**config.mk**
```make
export PLATFORM = sky130hd
export DESIGN_NAME = pci_rd_initiator
export DESIGN_NICKNAME = d
export VERILOG_FILES = /design/src/rtl/pci_rd_pkg.sv /design/src/rtl/pci_rd_abort_timer.sv /design/src/rtl/pci_rd_ctrl.sv /design/src/rtl/pci_rd_dpath.sv /design/src/rtl/pci_rd_initiator.sv
export SDC_FILE = /design/constraint.sdc
export NUM_CORES = 1
export LEC_CHECK = 0
export BUFFER_PORTS_ARGS = -buffer_cell sky130_fd_sc_hd__buf_2
export CELL_PAD_IN_SITES_DETAIL_PLACEMENT = 0
export CELL_PAD_IN_SITES_GLOBAL_PLACEMENT = 1
export CORE_ASPECT_RATIO = 1.75
export CORE_MARGIN = 2
export CORE_UTILIZATION = 35
export CTS_CLUSTER_SIZE = 40
export DETAILED_ROUTE_END_ITERATION = 16
export GPL_TIMING_DRIVEN = 0
export PLACE_DENSITY_LB_ADDON = 0.1
export SLEW_MARGIN = 20
export SYNTH_ARGS = -nofsm -noshare
export SYNTH_HDL_FRONTEND = slang
export SYNTH_HIERARCHICAL = 1
export SYNTH_SLANG_ARGS = --single-unit
export TNS_END_PERCENT = 50
```
**constraint.sdc**
```tcl
create_clock -name clk -period 4.9 [get_ports clk]
set_input_delay 0.245 -clock clk [delete_from_list [all_inputs] [get_ports clk]]
set_output_delay 0.245 -clock clk [all_outputs]
set_load 0.01 [all_outputs]
```
**src/rtl/pci_rd_pkg.sv**
```systemverilog
package pci_rd_pkg;

  typedef enum logic [1:0] {
    ST_IDLE = 2'd0,
    ST_ADDR = 2'd1,
    ST_DATA = 2'd2,
    ST_REL  = 2'd3
  } rd_state_t;

endpackage

```
**src/rtl/pci_rd_abort_timer.sv**
```systemverilog
module pci_rd_abort_timer #(
  parameter int ABORT_CLKS = 5
) (
  input  logic clk,
  input  logic rst,
  input  logic clear_i,
  input  logic tick_i,
  input  logic devsel_n_i,
  output logic expire_o
);

  localparam int CNT_W = $clog2(ABORT_CLKS + 1);
  localparam logic [CNT_W-1:0] LAST_CNT = CNT_W'(ABORT_CLKS - 1);

  logic [CNT_W-1:0] cnt_q;
  logic             seen_q;

  // counts sampling edges with no claim; a claim freezes the window
  always_ff @(posedge clk) begin
    if (rst || clear_i) begin
      cnt_q  <= '0;
      seen_q <= 1'b0;
    end else if (tick_i) begin
      if (!devsel_n_i) begin
        seen_q <= 1'b1;
      end else if (!seen_q && cnt_q != LAST_CNT) begin
        cnt_q <= cnt_q + 1'b1;
      end
    end
  end

  assign expire_o = tick_i && devsel_n_i && !seen_q && (cnt_q == LAST_CNT);

endmodule

```
**src/rtl/pci_rd_ctrl.sv**
```systemverilog
module pci_rd_ctrl
  import pci_rd_pkg::*;
#(
  parameter int MAX_BEATS = 2
) (
  input  logic      clk,
  input  logic      rst,
  input  logic      req_valid_i,
  input  logic      req_burst_i,
  input  logic      devsel_n_i,
  input  logic      trdy_n_i,
  input  logic      expire_i,
  output rd_state_t st_o,
  output logic      accept_o,
  output logic      xfer_o,
  output logic      abort_o,
  output logic      busy_o,
  output logic      done_o,
  output logic      last_o,
  output logic      err_o,
  output logic      frame_n_o,
  output logic      frame_oe_o,
  output logic      irdy_n_o,
  output logic      irdy_oe_o
);

  localparam int BEAT_W = (MAX_BEATS > 1) ? $clog2(MAX_BEATS) : 1;
  localparam logic [BEAT_W-1:0] BURST_LEFT = BEAT_W'(MAX_BEATS - 1);

  rd_state_t         st_q;
  logic [BEAT_W-1:0] beats_q;
  logic              burst_q;
  logic              frame_n_q, frame_oe_q, irdy_n_q, irdy_oe_q;
  logic              busy_q, done_q, last_q, err_q;

  assign accept_o = (st_q == ST_IDLE) && req_valid_i;
  assign xfer_o   = (st_q == ST_DATA) && !irdy_n_q && !trdy_n_i && !devsel_n_i;
  assign abort_o  = (st_q == ST_DATA) && expire_i;

  always_ff @(posedge clk) begin
    if (rst) begin
      st_q       <= ST_IDLE;
      beats_q    <= '0;
      burst_q    <= 1'b0;
      frame_n_q  <= 1'b1;
      frame_oe_q <= 1'b0;
      irdy_n_q   <= 1'b1;
      irdy_oe_q  <= 1'b0;
      busy_q     <= 1'b0;
      done_q     <= 1'b0;
      last_q     <= 1'b0;
      err_q      <= 1'b0;
    end else begin
      done_q <= 1'b0;
      last_q <= 1'b0;
      err_q  <= 1'b0;
      case (st_q)
        ST_IDLE: begin
          if (req_valid_i) begin
            st_q       <= ST_ADDR;
            frame_n_q  <= 1'b0;
            frame_oe_q <= 1'b1;
            busy_q     <= 1'b1;
            burst_q    <= req_burst_i;
            beats_q    <= req_burst_i ? BURST_LEFT : '0;
          end
        end
        ST_ADDR: begin
          st_q      <= ST_DATA;
          irdy_n_q  <= 1'b0;
          irdy_oe_q <= 1'b1;
          if (beats_q == '0) frame_n_q <= 1'b1;
        end
        ST_DATA: begin
          if (abort_o) begin
            done_q    <= 1'b1;
            last_q    <= 1'b1;
            err_q     <= 1'b1;
            irdy_n_q  <= 1'b1;
            frame_n_q <= 1'b1;
            st_q      <= ST_REL;
          end else if (xfer_o) begin
            done_q <= 1'b1;
            if (beats_q == '0) begin
              last_q   <= 1'b1;
              irdy_n_q <= 1'b1;
              st_q     <= ST_REL;
            end else begin
              beats_q <= beats_q - 1'b1;
              if (beats_q == BEAT_W'(1)) frame_n_q <= 1'b1;
            end
          end
        end
        ST_REL: begin
          st_q       <= ST_IDLE;
          irdy_oe_q  <= 1'b0;
          frame_oe_q <= 1'b0;
          busy_q     <= 1'b0;
        end
        default: st_q <= ST_IDLE;
      endcase
    end
  end

  assign st_o       = st_q;
  assign busy_o     = busy_q;
  assign done_o     = done_q;
  assign last_o     = last_q;
  assign err_o      = err_q;
  assign frame_n_o  = frame_n_q;
  assign frame_oe_o = frame_oe_q;
  assign irdy_n_o   = irdy_n_q;
  assign irdy_oe_o  = irdy_oe_q;


  accept_chk: assert property (@(posedge clk) disable iff (rst)
    (st_q == ST_IDLE && req_valid_i) |=> (!frame_n_q && busy_q));


  single_frame_chk: assert property (@(posedge clk) disable iff (rst)
    (!frame_n_q && !burst_q) |=> frame_n_q);


  wait_hold_chk: assert property (@(posedge clk) disable iff (rst)
    (!irdy_n_q && trdy_n_i && !devsel_n_i) |=> (!irdy_n_q && !done_q));

endmodule

```
**src/rtl/pci_rd_dpath.sv**
```systemverilog
module pci_rd_dpath
  import pci_rd_pkg::*;
#(
  parameter int AD_W = 32
) (
  input  logic              clk,
  input  logic              rst,
  input  rd_state_t         st_i,
  input  logic              accept_i,
  input  logic              xfer_i,
  input  logic              abort_i,
  input  logic [AD_W-1:0]   req_addr_i,
  input  logic [AD_W/8-1:0] req_cmd_i,
  input  logic [AD_W/8-1:0] req_be_n_i,
  input  logic [AD_W-1:0]   ad_i,
  output logic [AD_W-1:0]   ad_o,
  output logic              ad_oe_o,
  output logic [AD_W/8-1:0] cbe_n_o,
  output logic              cbe_oe_o,
  output logic [AD_W-1:0]   rd_data_o
);

  localparam int CBE_W = AD_W / 8;

  logic [AD_W-1:0]  ad_q, data_q;
  logic             ad_oe_q, cbe_oe_q;
  logic [CBE_W-1:0] cbe_q, be_q;

  always_ff @(posedge clk) begin
    if (rst) begin
      ad_q     <= '0;
      ad_oe_q  <= 1'b0;
      cbe_q    <= '1;
      cbe_oe_q <= 1'b0;
      be_q     <= '1;
      data_q   <= '0;
    end else begin
      if (accept_i) begin
        ad_q     <= req_addr_i;
        ad_oe_q  <= 1'b1;
        cbe_q    <= req_cmd_i;
        cbe_oe_q <= 1'b1;
        be_q     <= req_be_n_i;
      end
      if (st_i == ST_ADDR) begin
        ad_oe_q <= 1'b0;
        cbe_q   <= be_q;
      end
      if (xfer_i)  data_q <= ad_i;
      if (abort_i) data_q <= '1;
      if (st_i == ST_REL) begin
        cbe_oe_q <= 1'b0;
        cbe_q    <= '1;
      end
    end
  end

  assign ad_o      = ad_q;
  assign ad_oe_o   = ad_oe_q;
  assign cbe_n_o   = cbe_q;
  assign cbe_oe_o  = cbe_oe_q;
  assign rd_data_o = data_q;

endmodule

```
**src/rtl/pci_rd_initiator.sv**
```systemverilog
module pci_rd_initiator
  import pci_rd_pkg::*;
#(
  parameter int AD_W       = 32,
  parameter int ABORT_CLKS = 5,
  parameter int MAX_BEATS  = 2
) (
  input  logic              clk,
  input  logic              rst,
  input  logic              req_valid_i,
  input  logic [AD_W-1:0]   req_addr_i,
  input  logic [AD_W/8-1:0] req_cmd_i,
  input  logic [AD_W/8-1:0] req_be_n_i,
  input  logic              req_burst_i,
  output logic              busy_o,
  output logic              done_o,
  output logic              rd_last_o,
  output logic              err_o,
  output logic [AD_W-1:0]   rd_data_o,
  output logic [AD_W-1:0]   ad_o,
  output logic              ad_oe_o,
  input  logic [AD_W-1:0]   ad_i,
  output logic [AD_W/8-1:0] cbe_n_o,
  output logic              cbe_oe_o,
  output logic              frame_n_o,
  output logic              frame_oe_o,
  output logic              irdy_n_o,
  output logic              irdy_oe_o,
  input  logic              devsel_n_i,
  input  logic              trdy_n_i
);

  rd_state_t st;
  logic      accept, xfer, abort, expire;

  pci_rd_ctrl #(.MAX_BEATS(MAX_BEATS)) u_ctrl (
    .clk        (clk),
    .rst        (rst),
    .req_valid_i(req_valid_i),
    .req_burst_i(req_burst_i),
    .devsel_n_i (devsel_n_i),
    .trdy_n_i   (trdy_n_i),
    .expire_i   (expire),
    .st_o       (st),
    .accept_o   (accept),
    .xfer_o     (xfer),
    .abort_o    (abort),
    .busy_o     (busy_o),
    .done_o     (done_o),
    .last_o     (rd_last_o),
    .err_o      (err_o),
    .frame_n_o  (frame_n_o),
    .frame_oe_o (frame_oe_o),
    .irdy_n_o   (irdy_n_o),
    .irdy_oe_o  (irdy_oe_o)
  );

  pci_rd_abort_timer #(.ABORT_CLKS(ABORT_CLKS)) u_timer (
    .clk       (clk),
    .rst       (rst),
    .clear_i   (st == ST_ADDR),
    .tick_i    (st == ST_DATA),
    .devsel_n_i(devsel_n_i),
    .expire_o  (expire)
  );

  pci_rd_dpath #(.AD_W(AD_W)) u_dpath (
    .clk       (clk),
    .rst       (rst),
    .st_i      (st),
    .accept_i  (accept),
    .xfer_i    (xfer),
    .abort_i   (abort),
    .req_addr_i(req_addr_i),
    .req_cmd_i (req_cmd_i),
    .req_be_n_i(req_be_n_i),
    .ad_i      (ad_i),
    .ad_o      (ad_o),
    .ad_oe_o   (ad_oe_o),
    .cbe_n_o   (cbe_n_o),
    .cbe_oe_o  (cbe_oe_o),
    .rd_data_o (rd_data_o)
  );


  ad_turn_chk: assert property (@(posedge clk) disable iff (rst)
    ad_oe_o |-> irdy_n_o);


  release_chk: assert property (@(posedge clk) disable iff (rst)
    $rose(irdy_n_o) |=> (!irdy_oe_o && !cbe_oe_o && !frame_oe_o && !busy_o));


  abort_data_chk: assert property (@(posedge clk) disable iff (rst)
    (done_o && err_o) |-> (rd_data_o == '1));


  busy_span_chk: assert property (@(posedge clk) disable iff (rst)
    (frame_oe_o || irdy_oe_o || cbe_oe_o || ad_oe_o) |-> busy_o);

endmodule

```
==> results.py <==
metrics = {
    "logic_synthesis": {
        "yosysWarningCount": 6,
        "synth-compound-area-share": 0.0935,
        "avgSynthCellArea_sq_um": 10.4,
        "ys_ff_latch": 88,
        "synth_cell_types": 38,
        "synth-xor-area-share": 0,
        "synth_top_family_by_area": "multiplexers",
        "yosys.area_share.simple": 0.126,
        "async_flop_share": 0,
        "synthCells": 337,
        "synthesis.nets": 422,
        "synthAdderAreaFrac": 0.0250,
        "synth.mux.area_fraction": 0.200,
        "synth-edff-count": 0,
        "ys.flop_type": "dfxtp_1",
        "synthesis.area_sq_um": 3510,
        "ys_seq_area_frac": 0.502,
    },
    "sta": {
        "rsz0062_at_grt": "no",
        "holdWs_ns": 0.116,
        "fmax_mhz": 513,
        "finalMaxSlewViolations": 0,
        "fin_crit_sh": 0.398,
        "worstMarginPinSlew_ns": 0.444,
        "period_minus_slack_ns": 1.95,
        "slew_headroom": 0.704,
        "fin_tns_setup_ns": 0,
        "clock_skew_ns": 0.00598,
        "setup_viol": 0,
        "hold_violations": 0,
    },
    "drt": {
        "met1_length_um": 3220,
        "drc": 0,
        "wl_met3_um": 603,
        "wl_met2_um": 4580,
        "ant_nets": 0,
        "vias_per_cell": 4.68,
        "vias": 2966,
        "wl_per_cell_um": 13.5,
        "dr.pass1.iters": 4,
        "drt_wl_total_um": 8570,
        "drt_iter0_markers": 61,
        "top_layer": "met4",
    },
    "floorplan": {
        "core_sq_um": 9790,
        "initial_core_util": 0.358,
        "dieArea_sq_um": 10900,
        "pin_count": 156,
        "rows": 48,
        "die_h_um": 136,
        "die_w_um": 79.7,
    },
    "cts": {
        "clock_latency_ns": 0.33,
        "cts_resized": 0,
        "ctsRootBufferMaster": "clkbuf_16",
        "clkSinkCount": 88,
        "ctsLongestPathBuffers": 2,
        "clk_pin_slew_ns": 0.06,
        "cts_tree": "yes",
        "hold_buffers": 0,
        "numCtsBuffers": 9,
        "h-tree-depth": 3,
        "postCtsSetupBuffers": 0,
    },
    "critical_path": {
        "worstPathRequired_ns": 5.10,
        "startpoint_type": "flip-flop",
        "crit_fanout": 10,
        "arrival_ns": 2.14,
        "path_class": "flip-flop to flip-flop",
        "crit_path_end_kind": "flip-flop",
    },
    "flow_run": {
        "max_cap_violations": 0,
    },
    "final_layout": {
        "drive_gt1_frac": 0.374,
        "fin_area_sq_um": 4740,
        "area_growth_pct": 35.2,
        "nets": 588,
        "fill_cells": 960,
    },
    "place": {
        "post_dp_cell_area_sq_um": 4440,
        "port-buffer-count": 155,
        "dp_hpwl_um": 6730,
        "routabilityCongestion": 0.783,
    },
    "power_and_ir_drop": {
        "power-per-cell-area_nw_per_um2": 453,
        "ir_worst_vdd_mv": 0.197,
        "leakagePower_nw": 2.16,
    },
    "global_routing": {
        "antenna_found_initial": 0,
        "grt_max_degree": 15,
        "first_global_vias": 2893,
        "grt.overflow.total": 0,
        "grt_use_total": 0.157,
        "grt_first_pass_wirelength_um": 13100,
    },
    "min_path": {
        "hold_class": "input port to flip-flop",
    },
    "status": {
        "outcome": "finished, final reports clean",
    },
}
## cells by family (layout without fill, tap and decap cells)
logic type,count (synthesis),count (layout)
AO/OA/AOI/OAI,56,56
adder cells (fa/ha/maj),7,7
buffers and inverters,31,202
flip-flops,88,88
multiplexers,70,70
other,0,1
AND/OR/NAND/NOR,85,85
## power breakdown
| group | switching (mW) | total [mW] | internal, mW |
|---|---|---|---|
| logic | 0.300 | 0.588 | 0.287 |
| clock network | 0.270 | 0.680 | 0.410 |
| registers | 0.0656 | 0.879 | 0.813 |
| total | 0.636 | 2.15 | 1.51 |
## worst paths after layout
| path | slack, ns | end | cells after the start | start |
|---|---|---|---|---|
| worst max-delay path | 2.95 | u_dpath/rd_data_o[24] | 7 | u_ctrl/st_o[0] |
| worst min register to register | 0.47 | u_dpath/ad_oe_o | 2 | u_dpath/ad_oe_o |
| worst min-delay path | 0.12 | u_dpath/be_q[2] | 2 | req_be_n_i[2] |
| worst max register to register | 2.95 | u_dpath/rd_data_o[24] | 7 | u_ctrl/st_o[0] |
## critical path, cell delays in order (launching register included)
cell and delay (ns):
dfxtp_1 0.47, and2b_2 0.27, nand3b_1 0.10, nor2_1 0.11, and2_2 0.21, inv_1 0.14
clkbuf_1 0.38, a21oi_1 0.12
## cell usage in the layout, fill, tap and decap left out, drive strengths merged, types with 2 or more instances in the layout
cell	n
and2	3
a211o	4
nor3	6
o21ai	6
mux2i	70
nand4	3
nand2	6
inv	9
nand2b	2
a21oi	37
buf	168
a211oi	3
and3	2
ha	7
nor2	45
dfxtp	88
nor2b	7
nand3b	2
clkbuf	21
clkinvlp	2
a2bb2oi	4
## registers in the layout (all words and copies together) (netlist names), 2 cells and up
| register | cells |
|---|---|
| u_dpath/ad_o | 32 |
| u_timer/cnt_q | 3 |
| u_ctrl/st_o | 2 |
| u_dpath/cbe_n_o | 4 |
| u_dpath/rd_data_o | 32 |
| u_dpath/be_q | 4 |
## final cells by class
type | count | area, sq um | area share
sequential | 88 | 1760 | 0.372
antenna | 1 | 2.50 | 0.000528
inverter | 9 | 33.8 | 0.00712
tap | 125 | 156 | 0.0330
multi-input combinational | 218 | 1560 | 0.329
timing repair buffer | 155 | 776 | 0.164
buffer | 22 | 153 | 0.0322
clock inverter | 4 | 53.8 | 0.0113
clock buffer | 12 | 246 | 0.0520
## metrics by stage
stage,power [mW],std cells,utilization,setup WS [ns]
3_3_place_gp,1.48,617,0.453,2.94
4_1_cts,2.18,633,0.484,2.89
2_1_floorplan,1.30,337,-,3.29
3_5_place_dp,1.49,617,0.453,2.92
6_report,2.15,634,0.484,2.95
5_1_grt,2.29,633,0.484,2.69
## synthesized netlist by cell type (2+ instances only)
cell type | instances | area [sq um]
a211o_1 | 4 | 35.0
a211oi_1 | 3 | 22.5
a21oi_1 | 37 | 185
a2bb2oi_1 | 4 | 35.0
and2_1 | 2 | 12.5
buf_2 | 2 | 10.0
buf_4 | 4 | 30.0
buf_6 | 7 | 78.8
clkbuf_1 | 9 | 33.8
dfxtp_1 | 88 | 1760
ha_1 | 7 | 87.6
inv_1 | 9 | 33.8
mux2i_1 | 70 | 701
nand2_1 | 6 | 22.5
nand3b_1 | 2 | 15.0
nand4_1 | 3 | 18.8
nor2_1 | 45 | 169
nor2b_1 | 7 | 43.8
nor3_1 | 6 | 30.0
o21ai_0 | 4 | 20.0
## metal layers
metal	vias to the layer above	global-route usage
li1	1503	-
met1	1343	0.165
met2	108	0.278
met3	12	0.0432
met4	0	0.0833
met5	-	0
Power figures use the tool's default switching activity.
